**src/rtl/pwm_timer_pkg.sv**
```systemverilog
package pwm_timer_pkg;
   localparam int PSC_TAPS    = 7;
   localparam int PSC_SEL_W   = 3;
   localparam int PSC_EVT_SEL = 7;

   typedef enum logic {
      SLOPE_SINGLE = 1'b0,
      SLOPE_DUAL   = 1'b1
   } slope_e;

   // log2 of the divisor for each fixed prescaler code
   function automatic int psc_shift(input int idx);
      case (idx)
         0:       return 0;
         1:       return 1;
         2:       return 2;
         3:       return 3;
         4:       return 6;
         5:       return 8;
         default: return 10;
      endcase
   endfunction
endpackage

```
**src/rtl/pwm_prescaler.sv**
```systemverilog
module pwm_prescaler
   import pwm_timer_pkg::*;
#(
   parameter int DIV_BITS = 10
) (
   input  logic                 clk,
   input  logic                 rst_n,
   input  logic [PSC_SEL_W-1:0] sel_i,
   input  logic                 event_i,
   output logic                 tick_o
);
   localparam int TAP_N = 2 ** PSC_SEL_W;

   if (DIV_BITS < psc_shift(PSC_TAPS - 1)) begin : g_chk_bits
      $error("pwm_prescaler: DIV_BITS too small for largest divisor");
   end
   if (TAP_N != PSC_TAPS + 1) begin : g_chk_taps
      $error("pwm_prescaler: select width does not match tap count");
   end

   logic [DIV_BITS-1:0] div_cnt;
   logic [TAP_N-1:0]    tap;

   always_ff @(posedge clk) begin
      if (!rst_n) div_cnt <= '0;
      else        div_cnt <= div_cnt + 1'b1;
   end

   for (genvar i = 0; i < PSC_TAPS; i++) begin : g_tap
      if (psc_shift(i) == 0) begin : g_pass
         assign tap[i] = 1'b1;
      end else begin : g_and
         assign tap[i] = &div_cnt[psc_shift(i)-1:0];
      end
   end
   assign tap[PSC_EVT_SEL] = event_i;

   assign tick_o = tap[sel_i];

   // divide-by-two ticks never come back to back
   p_div2_alternate_r2: assert property (@(posedge clk) disable iff (!rst_n)
      (sel_i == 3'd1 && tick_o) |=> (sel_i != 3'd1 || !tick_o));
   // in event mode a tick appears only with the event input
   p_event_gate_r3: assert property (@(posedge clk) disable iff (!rst_n)
      (sel_i == 3'(PSC_EVT_SEL) && !event_i) |-> !tick_o);
endmodule

```
**src/rtl/pwm_shadow.sv**
```systemverilog
module pwm_shadow #(
   parameter int WIDTH   = 16,
   parameter int MIN_PER = 3
) (
   input  logic             clk,
   input  logic             rst_n,
   input  logic [WIDTH-1:0] per_i,
   input  logic             per_wr_i,
   input  logic [WIDTH-1:0] cmp_i,
   input  logic             cmp_wr_i,
   input  logic             load_i,
   output logic [WIDTH-1:0] per_act_o,
   output logic [WIDTH-1:0] cmp_act_o
);
   localparam logic [WIDTH-1:0] MIN_V = WIDTH'(MIN_PER);

   logic [WIDTH-1:0] per_buf, cmp_buf, per_in;

   assign per_in = (per_i < MIN_V) ? MIN_V : per_i;

   always_ff @(posedge clk) begin
      if (!rst_n) begin
         per_buf   <= MIN_V;
         cmp_buf   <= '0;
         per_act_o <= MIN_V;
         cmp_act_o <= '0;
      end else begin
         if (per_wr_i) per_buf <= per_in;
         if (cmp_wr_i) cmp_buf <= cmp_i;
         if (load_i) begin
            per_act_o <= per_buf;
            cmp_act_o <= cmp_buf;
         end
      end
   end

   // the active period never drops below the floor
   p_per_floor_r11: assert property (@(posedge clk) disable iff (!rst_n)
      per_act_o >= MIN_V);
   // active values move only at an update point
   p_act_hold_r8: assert property (@(posedge clk) disable iff (!rst_n)
      !load_i |=> ($stable(per_act_o) && $stable(cmp_act_o)));
endmodule

```
**src/rtl/pwm_counter.sv**
```systemverilog
module pwm_counter #(
   parameter int WIDTH = 16
) (
   input  logic             clk,
   input  logic             rst_n,
   input  logic             tick_i,
   input  logic             dual_i,
   input  logic [WIDTH-1:0] per_i,
   output logic [WIDTH-1:0] cnt_o,
   output logic             up_o,
   output logic             wrap_o,
   output logic             step_o
);
   logic [WIDTH-1:0] cnt_n;
   logic             up_n;

   always_comb begin
      cnt_n  = cnt_o;
      up_n   = up_o;
      wrap_o = 1'b0;
      if (tick_i) begin
         if (!dual_i) begin
            up_n = 1'b1;
            if (cnt_o >= per_i) begin
               cnt_n  = '0;
               wrap_o = 1'b1;
            end else begin
               cnt_n = cnt_o + 1'b1;
            end
         end else if (up_o) begin
            if (cnt_o >= per_i) begin
               up_n  = 1'b0;
               cnt_n = cnt_o - 1'b1;
            end else begin
               cnt_n = cnt_o + 1'b1;
            end
         end else begin
            if (cnt_o <= WIDTH'(1)) begin
               cnt_n  = '0;
               up_n   = 1'b1;
               wrap_o = 1'b1;
            end else begin
               cnt_n = cnt_o - 1'b1;
            end
         end
      end
   end

   always_ff @(posedge clk) begin
      if (!rst_n) begin
         cnt_o  <= '0;
         up_o   <= 1'b1;
         step_o <= 1'b0;
      end else begin
         cnt_o  <= cnt_n;
         up_o   <= up_n;
         step_o <= tick_i;
      end
   end

   // without a tick the count holds
   p_hold_no_tick_r2: assert property (@(posedge clk) disable iff (!rst_n)
      !tick_i |=> $stable(cnt_o));
   // single slope wraps to zero at the period
   p_single_wrap_r4: assert property (@(posedge clk) disable iff (!rst_n)
      (tick_i && !dual_i && cnt_o == per_i) |=> cnt_o == '0);
   // dual slope turns around at the top
   p_dual_top_r5: assert property (@(posedge clk) disable iff (!rst_n)
      (tick_i && dual_i && up_o && cnt_o == per_i) |=> (!up_o && cnt_o == $past(cnt_o) - 1'b1));
endmodule

```
**src/rtl/pwm_wavegen.sv**
```systemverilog
module pwm_wavegen #(
   parameter int WIDTH = 16
) (
   input  logic             clk,
   input  logic             rst_n,
   input  logic [WIDTH-1:0] cnt_i,
   input  logic             up_i,
   input  logic             dual_i,
   input  logic             step_i,
   input  logic [WIDTH-1:0] cmp_i,
   output logic             wave_o,
   output logic             match_o,
   output logic             update_o
);
   always_comb begin
      if (cmp_i == '0)          wave_o = 1'b0;
      else if (dual_i && !up_i) wave_o = (cnt_i <= cmp_i);
      else                      wave_o = (cnt_i < cmp_i);
   end

   assign match_o  = step_i && (cnt_i == cmp_i);
   assign update_o = step_i && (cnt_i == '0);

   // a zero compare value keeps the waveform low
   p_cmp0_low_r7: assert property (@(posedge clk) disable iff (!rst_n)
      (cmp_i == '0) |-> !wave_o);
   // the update strobe lasts a single cycle
   p_update_once_r9: assert property (@(posedge clk) disable iff (!rst_n)
      update_o |=> !update_o);
endmodule

```
**src/rtl/pwm_timer.sv**
```systemverilog
module pwm_timer
   import pwm_timer_pkg::*;
#(
   parameter int WIDTH    = 16,
   parameter int DIV_BITS = 10,
   parameter int MIN_PER  = 3
) (
   input  logic                 clk,
   input  logic                 rst_n,
   input  logic                 mode_i,
   input  logic [PSC_SEL_W-1:0] psc_sel_i,
   input  logic                 event_i,
   input  logic [WIDTH-1:0]     per_i,
   input  logic                 per_wr_i,
   input  logic [WIDTH-1:0]     cmp_i,
   input  logic                 cmp_wr_i,
   output logic [WIDTH-1:0]     count_o,
   output logic                 wave_o,
   output logic                 update_o,
   output logic                 match_o
);
   if (WIDTH < 2) begin : g_chk_width
      $error("pwm_timer: WIDTH must be at least 2");
   end
   if (MIN_PER < 3 || MIN_PER >= 2 ** WIDTH) begin : g_chk_min
      $error("pwm_timer: MIN_PER out of range");
   end

   logic             tick, wrap, step, up, dual;
   logic [WIDTH-1:0] per_act, cmp_act;

   assign dual = (slope_e'(mode_i) == SLOPE_DUAL);

   pwm_prescaler #(.DIV_BITS(DIV_BITS)) u_psc (
      .clk(clk), .rst_n(rst_n), .sel_i(psc_sel_i), .event_i(event_i), .tick_o(tick));

   pwm_shadow #(.WIDTH(WIDTH), .MIN_PER(MIN_PER)) u_shadow (
      .clk(clk), .rst_n(rst_n), .per_i(per_i), .per_wr_i(per_wr_i),
      .cmp_i(cmp_i), .cmp_wr_i(cmp_wr_i), .load_i(wrap),
      .per_act_o(per_act), .cmp_act_o(cmp_act));

   pwm_counter #(.WIDTH(WIDTH)) u_cnt (
      .clk(clk), .rst_n(rst_n), .tick_i(tick), .dual_i(dual), .per_i(per_act),
      .cnt_o(count_o), .up_o(up), .wrap_o(wrap), .step_o(step));

   pwm_wavegen #(.WIDTH(WIDTH)) u_wave (
      .clk(clk), .rst_n(rst_n), .cnt_i(count_o), .up_i(up), .dual_i(dual),
      .step_i(step), .cmp_i(cmp_act), .wave_o(wave_o), .match_o(match_o),
      .update_o(update_o));

   // the count stays within the active period
   p_cnt_bound_r4: assert property (@(posedge clk) disable iff (!rst_n)
      count_o <= per_act);
   // a compare value beyond the period keeps the waveform high
   p_full_high_r6: assert property (@(posedge clk) disable iff (!rst_n)
      (cmp_act > per_act) |-> wave_o);
   // a match strobe reports the active compare value
   p_match_value_r10: assert property (@(posedge clk) disable iff (!rst_n)
      match_o |-> (count_o == cmp_act));
endmodule

```
**config.mk**
```make
export PLATFORM = sky130hd
export DESIGN_NAME = pwm_timer
export DESIGN_NICKNAME = d
export VERILOG_FILES = /design/src/rtl/pwm_timer_pkg.sv /design/src/rtl/pwm_prescaler.sv /design/src/rtl/pwm_shadow.sv /design/src/rtl/pwm_counter.sv /design/src/rtl/pwm_wavegen.sv /design/src/rtl/pwm_timer.sv
export SDC_FILE = /design/constraint.sdc
export NUM_CORES = 1
export LEC_CHECK = 0
export BUFFER_PORTS_ARGS = -buffer_cell sky130_fd_sc_hd__buf_2
export CAP_MARGIN = 10
export CORE_MARGIN = 4
export CORE_UTILIZATION = 50
export CTS_BUF_LIST = sky130_fd_sc_hd__clkbuf_16
export CTS_CLUSTER_SIZE = 30
export DETAILED_ROUTE_END_ITERATION = 8
export HOLD_SLACK_MARGIN = 0.08
export PLACE_DENSITY = 0.7
export REMOVE_ABC_BUFFERS = 1
export SKIP_CTS_REPAIR_TIMING = 1
export SYNTH_ARGS = -nofsm -noshare
export SYNTH_HDL_FRONTEND = slang
export SYNTH_SLANG_ARGS = --single-unit
```
**constraint.sdc**
```tcl
create_clock -name clk -period 6.9 [get_ports clk]
set_input_delay 1.38 -clock clk [delete_from_list [all_inputs] [get_ports clk]]
set_output_delay 1.38 -clock clk [all_outputs]
set_load 0.005 [all_outputs]
```
==> flow_metrics.tcl, run 1 <==
set metrics [dict create \
    drc 0 \
    vias 4339 \
    hold_violations 0 \
    power.total_mw 1.723 \
    crit_buf_inv 1 \
    overflow 0 \
    htreeDepth 3 \
    wl_microns 12130 \
    globalRouteTotalUtil_pct 21.64 \
    power_density_mw_per_mm2 299.2 \
    clock_path_buffers 2 \
    cts_tree "built" \
    critPathMaxFanout 13 \
    hold-path-endpoint "u_shadow.per_buf[0]$_SDFFE_PN1P_" \
    peakVddDrop_mv 0.1541 \
    grt_pass1_vias 4183 \
    cpPeakStageDelay_ns 0.70 \
    finalCriticalPeriod_ns 3.763 \
    synth_cell_types 59 \
    clkLatencyLatePin_ns 0.34 \
    area_delta_synth_final_pct 14.08 \
    r2r_setup_slack_ns 3.44 \
    grt_max_degree 61 \
    synth-async-reset-ratio_pct 0 \
    end_kind "output pin" \
    rsz0062_at_grt "no" \
    ios 60 \
    io_buffers 59 \
    grt_pass1_wl_microns 20310 \
    status "completed" \
    die_y_microns 108.5 \
    max_slew_margin_pct 32.16 \
    post-dp-hpwl_microns 8440 \
    numCtsBuffers 9 \
    path_class "reg -> out" \
    die-area_sq_mm 0.01177 \
    antenna_found_initial 0 \
    placementRows 36 \
    vias_per_cell 5.679 \
    finalSetupTns_ns 0 \
    finalWeightedCongestion 0.9363 \
    synth_area_sq_mm 0.005047 \
    synth_warnings 0 \
    min_path_type "reg -> reg" \
    synthCells 580 \
    crit_required_ns 5.52 \
    synth_ff_type "dfxtp_1" \
    cts_sinks 92 \
    syn_avg_cell_area_sq_um 8.702 \
    drive_gt1_share_pct 14.26 \
    fin_skew_ns 0.007498 \
    cp_cell_sequence "ha_1, a21o_1, a21oi_1, nor2b_1, o31a_1, o21ai_0, buf_2" \
    setup_viol 0 \
    ys_seq_elements 92 \
    timing.fmax_mhz 265.8 \
    clk_pin_slew_worst_paths_ns 0.07 \
    initial_core_util_pct 51.40 \
    critPathSlowestCell "dfxtp_1" \
    dpl-instance-area_sq_mm 0.005410 \
    layout_setup_ws_ns 3.137 \
    n_antenna_cell 0 \
    drtIter0Drc 194 \
    period_share_pct 54.53 \
    r2r_cells 8 \
    die-width_microns 108.5 \
    r2r-start "u_cnt.cnt_o[0]$_SDFFE_PN0P_" \
    wl_per_cell_microns 15.88 \
    worstReg2RegEnd "u_cnt.cnt_o[12]$_SDFFE_PN0P_" \
    p_leak_nw 2.478 \
    slew_viol_final 0 \
    hold_depth 2 \
    place_ws_ns 3.099 \
    crit_arrival_ns 2.38 \
    hp-start "u_shadow.per_buf[0]$_SDFFE_PN1P_" \
    maxCapViolCount 0 \
    coreArea_sq_mm 0.009819 \
    drt-pass1-iter-count 5 \
    ys_seq_area_share_pct 36.49 \
    final_nets 705 \
    cp-start-kind "flop" \
    fin_area_sq_mm 0.005758 \
    cpLargestDelayFamily "compound AO/OA/AOI/OAI gates" \
    worst_pin_slew_ns 0.9919 \
    antenna_left 0 \
    synth_edf_count 0 \
    cts_root_buf "clkbuf_16" \
]
[per-stage QoR]
stage	hold slack (ns)	instances	util, %
2_1_floorplan	0.4329	550	-
3_3_place_gp	0.4553	748	55.10
3_5_place_dp	0.4772	748	55.10
4_1_cts	0.4935	764	58.64
5_1_grt	0.5241	764	58.64
6_report	0.4915	764	58.64
[where the power goes]
part / leakage [nW] / internal, mW / switching, mW / total, mW
Clock: 0.168 / 0.357 / 0.216 / 0.573
Combinational: 1.56 / 0.212 / 0.303 / 0.515
Sequential: 0.751 / 0.566 / 0.0686 / 0.635
[metal layers]
layer	part of all wire [%]	routed length [microns]	global-route usage, %	up-vias
li1	-	-	-	2162
met1	45	5518	28.36	2006
met2	46	5567	35.53	144
met3	6.6	801	4.478	27
met4	2.0	248	7.124	0
met5	0	0	0	-
[worst min-delay path, delay by kind of cell, from the launching register on]
kind,cells,cell delay (ns)
compound gates,1,0.07
flops,1,0.34
simple gates,1,0.05
[state kept, by name, summed over array words and instances (netlist names)]
| name | flops |
|---|---|
| u_shadow.per_buf | 16 |
| u_shadow.per_act_o | 16 |
| u_cnt.step_o | 1 |
| u_shadow.cmp_act_o | 16 |
| u_shadow.cmp_buf | 16 |
| u_psc.div_cnt | 10 |
| u_cnt.up_o | 1 |
| u_cnt.cnt_o | 16 |
[kinds of logic after synthesis]
logic type,synth area share [%]
flip-flops,36.49
multiplexers,12.52
buffers and inverters,5.776
XOR/XNOR,2.950
adder cells (fa/ha/maj),9.420
AND/OR/NAND/NOR,19.96
AO/OA/AOI/OAI,12.89
[cell usage after synthesis, types with 10 or more instances]
| cell type | number | area [sq um] |
|---|---|---|
| a21oi_1 | 18 | 90.09 |
| o21ai_0 | 18 | 90.09 |
| mux2i_1 | 62 | 620.6 |
| nand4_1 | 12 | 75.07 |
| xor2_1 | 12 | 105.1 |
| clkbuf_1 | 21 | 78.83 |
| nor2_1 | 93 | 349.1 |
| ha_1 | 38 | 475.5 |
| inv_1 | 39 | 146.4 |
| nor4_1 | 12 | 75.07 |
| dfxtp_1 | 92 | 1842 |
| nand3_1 | 14 | 70.07 |
| and3_1 | 10 | 62.56 |
| nand2_1 | 33 | 123.9 |
[cell type report]
class / count / area (sq um)
Fill cell: 928 / 4061
Clock buffer: 9 / 225.2
Timing Repair Buffer: 65 / 340.3
Tap cell: 133 / 166.4
Clock inverter: 7 / 122.6
Sequential cell: 92 / 1842
Inverter: 39 / 146.4
Multi-Input combinational cell: 419 / 2915
[worst max-delay path by stage]
stage | start | endpoint | slack, ns | cells after the start
after global placement | psc_sel_i[2] | u_cnt.cnt_o[7]$_SDFFE_PN0P_ | 3.12 | 7
final | u_cnt.cnt_o[5]$_SDFFE_PN0P_ | wave_o | 3.14 | 7
after detailed placement | psc_sel_i[2] | u_cnt.cnt_o[14]$_SDFFE_PN0P_ | 3.10 | 7
after CTS | u_cnt.cnt_o[1]$_SDFFE_PN0P_ | wave_o | 3.12 | 8
after floorplan | psc_sel_i[1] | u_shadow.cmp_act_o[0]$_SDFFE_PN0P_ | 2.92 | 6
after global routing | u_cnt.cnt_o[1]$_SDFFE_PN0P_ | wave_o | 3.02 | 8
[placed cells by master (no fill, tap or decap), types with 9 or more instances in the layout]
cell,count
dfxtp_1,92
nor2_1,93
o21ai_0,18
nor4_1,12
nand3_1,14
nand4_1,12
ha_1,38
xor2_1,12
and3_1,10
a21oi_1,18
buf_2,59
mux2i_1,62
nand2_1,33
inv_1,38
clkbuf_16,9
Power figures use the tool's default switching activity.
==> inputs of run 2 (changes only) <==
clock period = 3.7 ns   (was 6.9 ns; I/O delays follow)
==> run 2 against run 1 <==
  * Sequential power is 78% higher
  * Routed wire length is 7.2% higher
  * Cell area grew 1.2%
  * Sequential cell count unchanged
  * Via count is 2.2% higher
  * Clock skew up 0.0011 ns
  * Combinational power grew 110%
  * Register-to-register slack got worse by 2.9 ns
==> flow_metrics.tcl, run 2 (synthesis results as in run 1) <==
set metrics [dict create \
    htreeDepth 3 \
    power.total_mw 3.107 \
    combPwrFrac_pct 34.3 \
    max_slew_margin_pct 54.14 \
    wl_microns 13010 \
    multi_input_area_sq_mm 0.002914 \
    placementRows 36 \
    numCtsBuffers 9 \
    grt_pass1_vias 4201 \
    final_common_cell "nor2_1" \
    clkLatencyLatePin_ns 0.35 \
    drc 0 \
    drive_gt1_share_pct 15.97 \
    dpl-instance-area_sq_mm 0.005534 \
    die-width_microns 108.5 \
    finalCriticalPeriod_ns 3.153 \
    power_density_mw_per_mm2 533.5 \
    grt_max_degree 49 \
    die_y_microns 108.5 \
    clk_pin_slew_worst_paths_ns 0.06 \
    cts_tree "built" \
    antenna_found_initial 0 \
    end_kind "flop" \
    clockPowerShare_pct 29.4 \
    layout_common_cells "nor2_1, dfxtp_1, mux2i_1, buf_2, inv_1" \
    switching_power_mw 1.097 \
    rsz0062_at_grt "no" \
    min_path_type "reg -> reg" \
    cp_cell_sequence "ha_1, nand4_1, or4_1, o32ai_1, nor2_1, a221o_1, o311a_1" \
    switching_share_pct 35.32 \
    period_share_pct 85.21 \
    fin_area_sq_mm 0.005824 \
    critPathMaxFanout 9 \
    coreArea_sq_mm 0.009819 \
    clock_path_buffers 2 \
    io_buffers 59 \
    cpPeakStageDelay_ns 0.62 \
    vias_per_cell 5.701 \
    finalWeightedCongestion 0.9978 \
    peakVddDrop_mv 0.3891 \
    die-area_sq_mm 0.01177 \
    path_class "reg -> reg" \
    final_util_pct 59.31 \
    crit_required_ns 3.94 \
    cp-start-kind "flop" \
    critPathSlowestCell "dfxtp_1" \
    seq_power_share_pct 36.3 \
    fin_skew_ns 0.008591 \
    worst_pin_slew_ns 0.6858 \
    setup_viol 0 \
    wl_per_cell_microns 16.72 \
    area_delta_synth_final_pct 15.39 \
    globalRouteTotalUtil_pct 23.30 \
    final_nets 720 \
    drt-pass1-iter-count 5 \
    post-dp-hpwl_microns 9612 \
    regArea_sq_mm 0.001842 \
    status "completed" \
    maxCapViolCount 0 \
    cts_root_buf "clkbuf_16" \
    timing.fmax_mhz 317.2 \
    crit_arrival_ns 3.39 \
    hold_violations 0 \
    cts_sinks 92 \
    finalSetupTns_ns 0 \
    intPower_mw 2.010 \
    n_antenna_cell 0 \
    drtIter0Drc 239 \
    initial_core_util_pct 51.40 \
    nFillCells 938 \
    slew_viol_final 0 \
    grt_pass1_wl_microns 21230 \
    overflow 0 \
    antenna_left 0 \
    vias 4435 \
    ios 60 \
    p_leak_nw 2.540 \
]
run 2: final timing paths:
path	startpoint	to	slack, ns	depth (start not counted)
setup reg to reg	u_cnt.cnt_o[11]$_SDFFE_PN0P_	u_cnt.cnt_o[7]$_SDFFE_PN0P_	0.55	7
hold / removal	u_shadow.per_buf[1]$_SDFFE_PN1P_	u_shadow.per_buf[1]$_SDFFE_PN1P_	0.49	2
setup / recovery	u_cnt.cnt_o[11]$_SDFFE_PN0P_	u_cnt.cnt_o[7]$_SDFFE_PN0P_	0.55	7
hold reg to reg	u_shadow.per_buf[1]$_SDFFE_PN1P_	u_shadow.per_buf[1]$_SDFFE_PN1P_	0.49	2
run 2: metrics by stage:
stage | std cells | hold WS [ns] | setup slack (ns)
floorplan | 550 | 0.4329 | 0.06867
global placement | 763 | 0.4555 | 0.6974
detailed placement | 763 | 0.4777 | 0.6075
CTS | 778 | 0.4933 | 0.5863
global route | 778 | 0.5155 | 0.3771
finish | 778 | 0.4910 | 0.5472
run 2: area by class of cell:
| class | instances | area share [%] |
|---|---|---|
| multi-input combinational | 419 | 50.03 |
| sequential | 92 | 31.62 |
| timing repair buffer | 80 | 7.991 |
| clock buffer | 9 | 3.867 |
| tap | 133 | 2.857 |
| inverter | 39 | 2.513 |
| clock inverter | 6 | 1.117 |
run 2: critical path, delay by kind of cell (launching register included):
family	cells	cell delay (ns)
adder cells (fa/ha/maj)	1	0.26
flip-flops	1	0.62
AND/OR/NAND/NOR	3	1.04
AO/OA/AOI/OAI	3	1.11
run 2: power by group through the flow:
stage          clock network (mW)  logic [mW]  registers, mW
2_1_floorplan                   0       0.661           1.16
3_3_place_gp                    0        1.02           1.15
3_5_place_dp                    0        1.05           1.15
4_1_cts                     0.935        1.05           1.12
5_1_grt                     0.969        1.18           1.13
6_report                    0.913        1.07           1.13
run 2: metal layers:
metal	part of all wire [%]	up-vias	GRT usage [%]
met5	0	-	0
met4	2.6	0	8.747
met3	7.2	32	5.433
met2	45	165	36.72
met1	45	2051	31.02
li1	-	2187	-
==> inputs of run 3 (changes only) <==
CORE_MARGIN = 1.5   (was 4)
==> run 3 against run 2 <==
  * First-iteration DRC count down 10%
  * Maximum frequency decreased by 0.42%
  * Routed wire length shrank 5.4%
  * Sequential cell count unchanged
  * Sequential share of layout area decreased by 0.23 points
  * Cell area grew 0.73%
  * Global-route usage up 1.0 points
  * Via count is 0.86% lower
  * Sequential power about the same
  * Clock-buffer cell count unchanged
  * Final cell count decreased by 0.13%
==> flow_metrics.tcl, run 3 (synthesis results as in run 1) <==
set metrics [dict create \
    wl_microns 12300 \
    min_path_type "reg -> reg" \
    vias 4397 \
    r2r_setup_slack_ns 0.57 \
    numCtsBuffers 9 \
    final_common_cell "nor2_1" \
    cts_tree "built" \
    cp_cell_sequence "ha_1, a21o_1, a21oi_1, nor2b_1, o31a_1, o21ai_0, buf_2" \
    p_leak_nw 2.552 \
    area_delta_synth_final_pct 16.24 \
    antenna_found_initial 0 \
    worst_pin_slew_ns 0.7399 \
    drc 0 \
    crit_required_ns 2.96 \
    critPathMaxFanout 13 \
    startpoint "u_cnt.cnt_o[5]$_SDFFE_PN0P_" \
    ios 60 \
    cts_root_buf "clkbuf_16" \
    worstReg2RegEnd "u_cnt.cnt_o[7]$_SDFFE_PN0P_" \
    grt_max_degree 45 \
    maxCapViolCount 0 \
    post-dp-hpwl_microns 9113 \
    die-area_sq_mm 0.01071 \
    slew_viol_final 0 \
    critPathSlowestCell "dfxtp_1" \
    setup_viol 0 \
    timing.fmax_mhz 315.8 \
    timing.hold.ws_ns 0.4809 \
    path_class "reg -> out" \
    finalSetupTns_ns 0 \
    final_nets 718 \
    cpLargestDelayFamily "compound AO/OA/AOI/OAI gates" \
    fin_skew_ns 0.008064 \
    globalRouteTotalUtil_pct 24.33 \
    layout_common_cells "nor2_1, dfxtp_1, mux2i_1, buf_2" \
    initial_core_util_pct 51.64 \
    placementRows 36 \
    grt_pass1_vias 4061 \
    max_slew_margin_pct 50.60 \
    rsz0062_at_grt "no" \
    cp-endpoint "wave_o" \
    clk_pin_slew_worst_paths_ns 0.07 \
    vias_per_cell 5.659 \
    drive_gt1_share_pct 15.84 \
    period_share_pct 85.57 \
    overflow 0 \
    antenna_left 0 \
    hold_violations 0 \
    crit_arrival_ns 2.43 \
    cts_sinks 92 \
    clkLatencyLatePin_ns 0.35 \
    power_density_mw_per_mm2 552.2 \
    htreeDepth 3 \
    finalCriticalPeriod_ns 3.166 \
    coreArea_sq_mm 0.009774 \
    clock_path_buffers 2 \
    cpPeakStageDelay_ns 0.69 \
    grt_pass1_wl_microns 19890 \
    crit_buf_inv 1 \
    io_buffers 59 \
    r2r-start "u_cnt.cnt_o[0]$_SDFFE_PN0P_" \
    r2r_cells 8 \
    drtIter0Drc 215 \
    wl_per_cell_microns 15.84 \
    drt-pass1-iter-count 5 \
    die_y_microns 103.5 \
    die-width_microns 103.5 \
    peakVddDrop_mv 0.3646 \
    status "completed" \
    finalWeightedCongestion 0.9367 \
    cp-start-kind "flop" \
    n_antenna_cell 0 \
    crit_cells 7 \
    end_kind "output pin" \
]
run 3: cell types whose count changed in the layout (fill, tap and decap cells not counted), sizes merged:
cell and change:
buf -2, bufinv +2, clkinv -1
run 3: area by class of cell:
class | count | area [sq um]
clock buffer | 9 | 225.2
sequential | 92 | 1842
clock inverter | 7 | 122.6
tap | 133 | 166.4
fill | 856 | 3908
multi-input combinational | 419 | 2914
timing repair buffer | 78 | 450.4
inverter | 39 | 146.4
run 3: worst min path at each step:
stage                                           start                          end  slack, ns  cells past startpoint
after detailed placement  u_psc.div_cnt[0]$_SDFF_PN0_  u_psc.div_cnt[0]$_SDFF_PN0_       0.47                      1
after floorplan           u_psc.div_cnt[0]$_SDFF_PN0_  u_psc.div_cnt[0]$_SDFF_PN0_       0.43                      1
final                     u_psc.div_cnt[0]$_SDFF_PN0_  u_psc.div_cnt[0]$_SDFF_PN0_       0.48                      1
after global routing      u_psc.div_cnt[0]$_SDFF_PN0_  u_psc.div_cnt[0]$_SDFF_PN0_       0.53                      1
after CTS                 u_psc.div_cnt[0]$_SDFF_PN0_  u_psc.div_cnt[0]$_SDFF_PN0_       0.48                      1
after global placement    u_psc.div_cnt[0]$_SDFF_PN0_  u_psc.div_cnt[0]$_SDFF_PN0_       0.46                      1
run 3: through the flow:
stage               power [mW]  cells  cell area, sq um  setup slack [ns]  utilization [%]
global route             3.416    777              5867            0.2871            60.02
CTS                      3.238    777              5867            0.5590            60.02
detailed placement       2.164    761              5519            0.6849            56.46
floorplan                1.817    550              4902           0.06867                -
finish                   3.240    777              5867            0.5338            60.02
global placement         2.142    761              5519            0.7674            56.46
run 3: metal layers:
metal	routed length, microns	GRT usage [%]	vias up
met5	0	0	-
met4	278	11.75	0
met3	899	5.040	26
met2	5481	37.71	149
met1	5645	32.34	2047
li1	-	-	2175
run 3: where the power goes:
part           internal [mW]  switching, mW
Combinational          0.423          0.613
Sequential              1.06         0.0770
Clock                  0.666          0.405
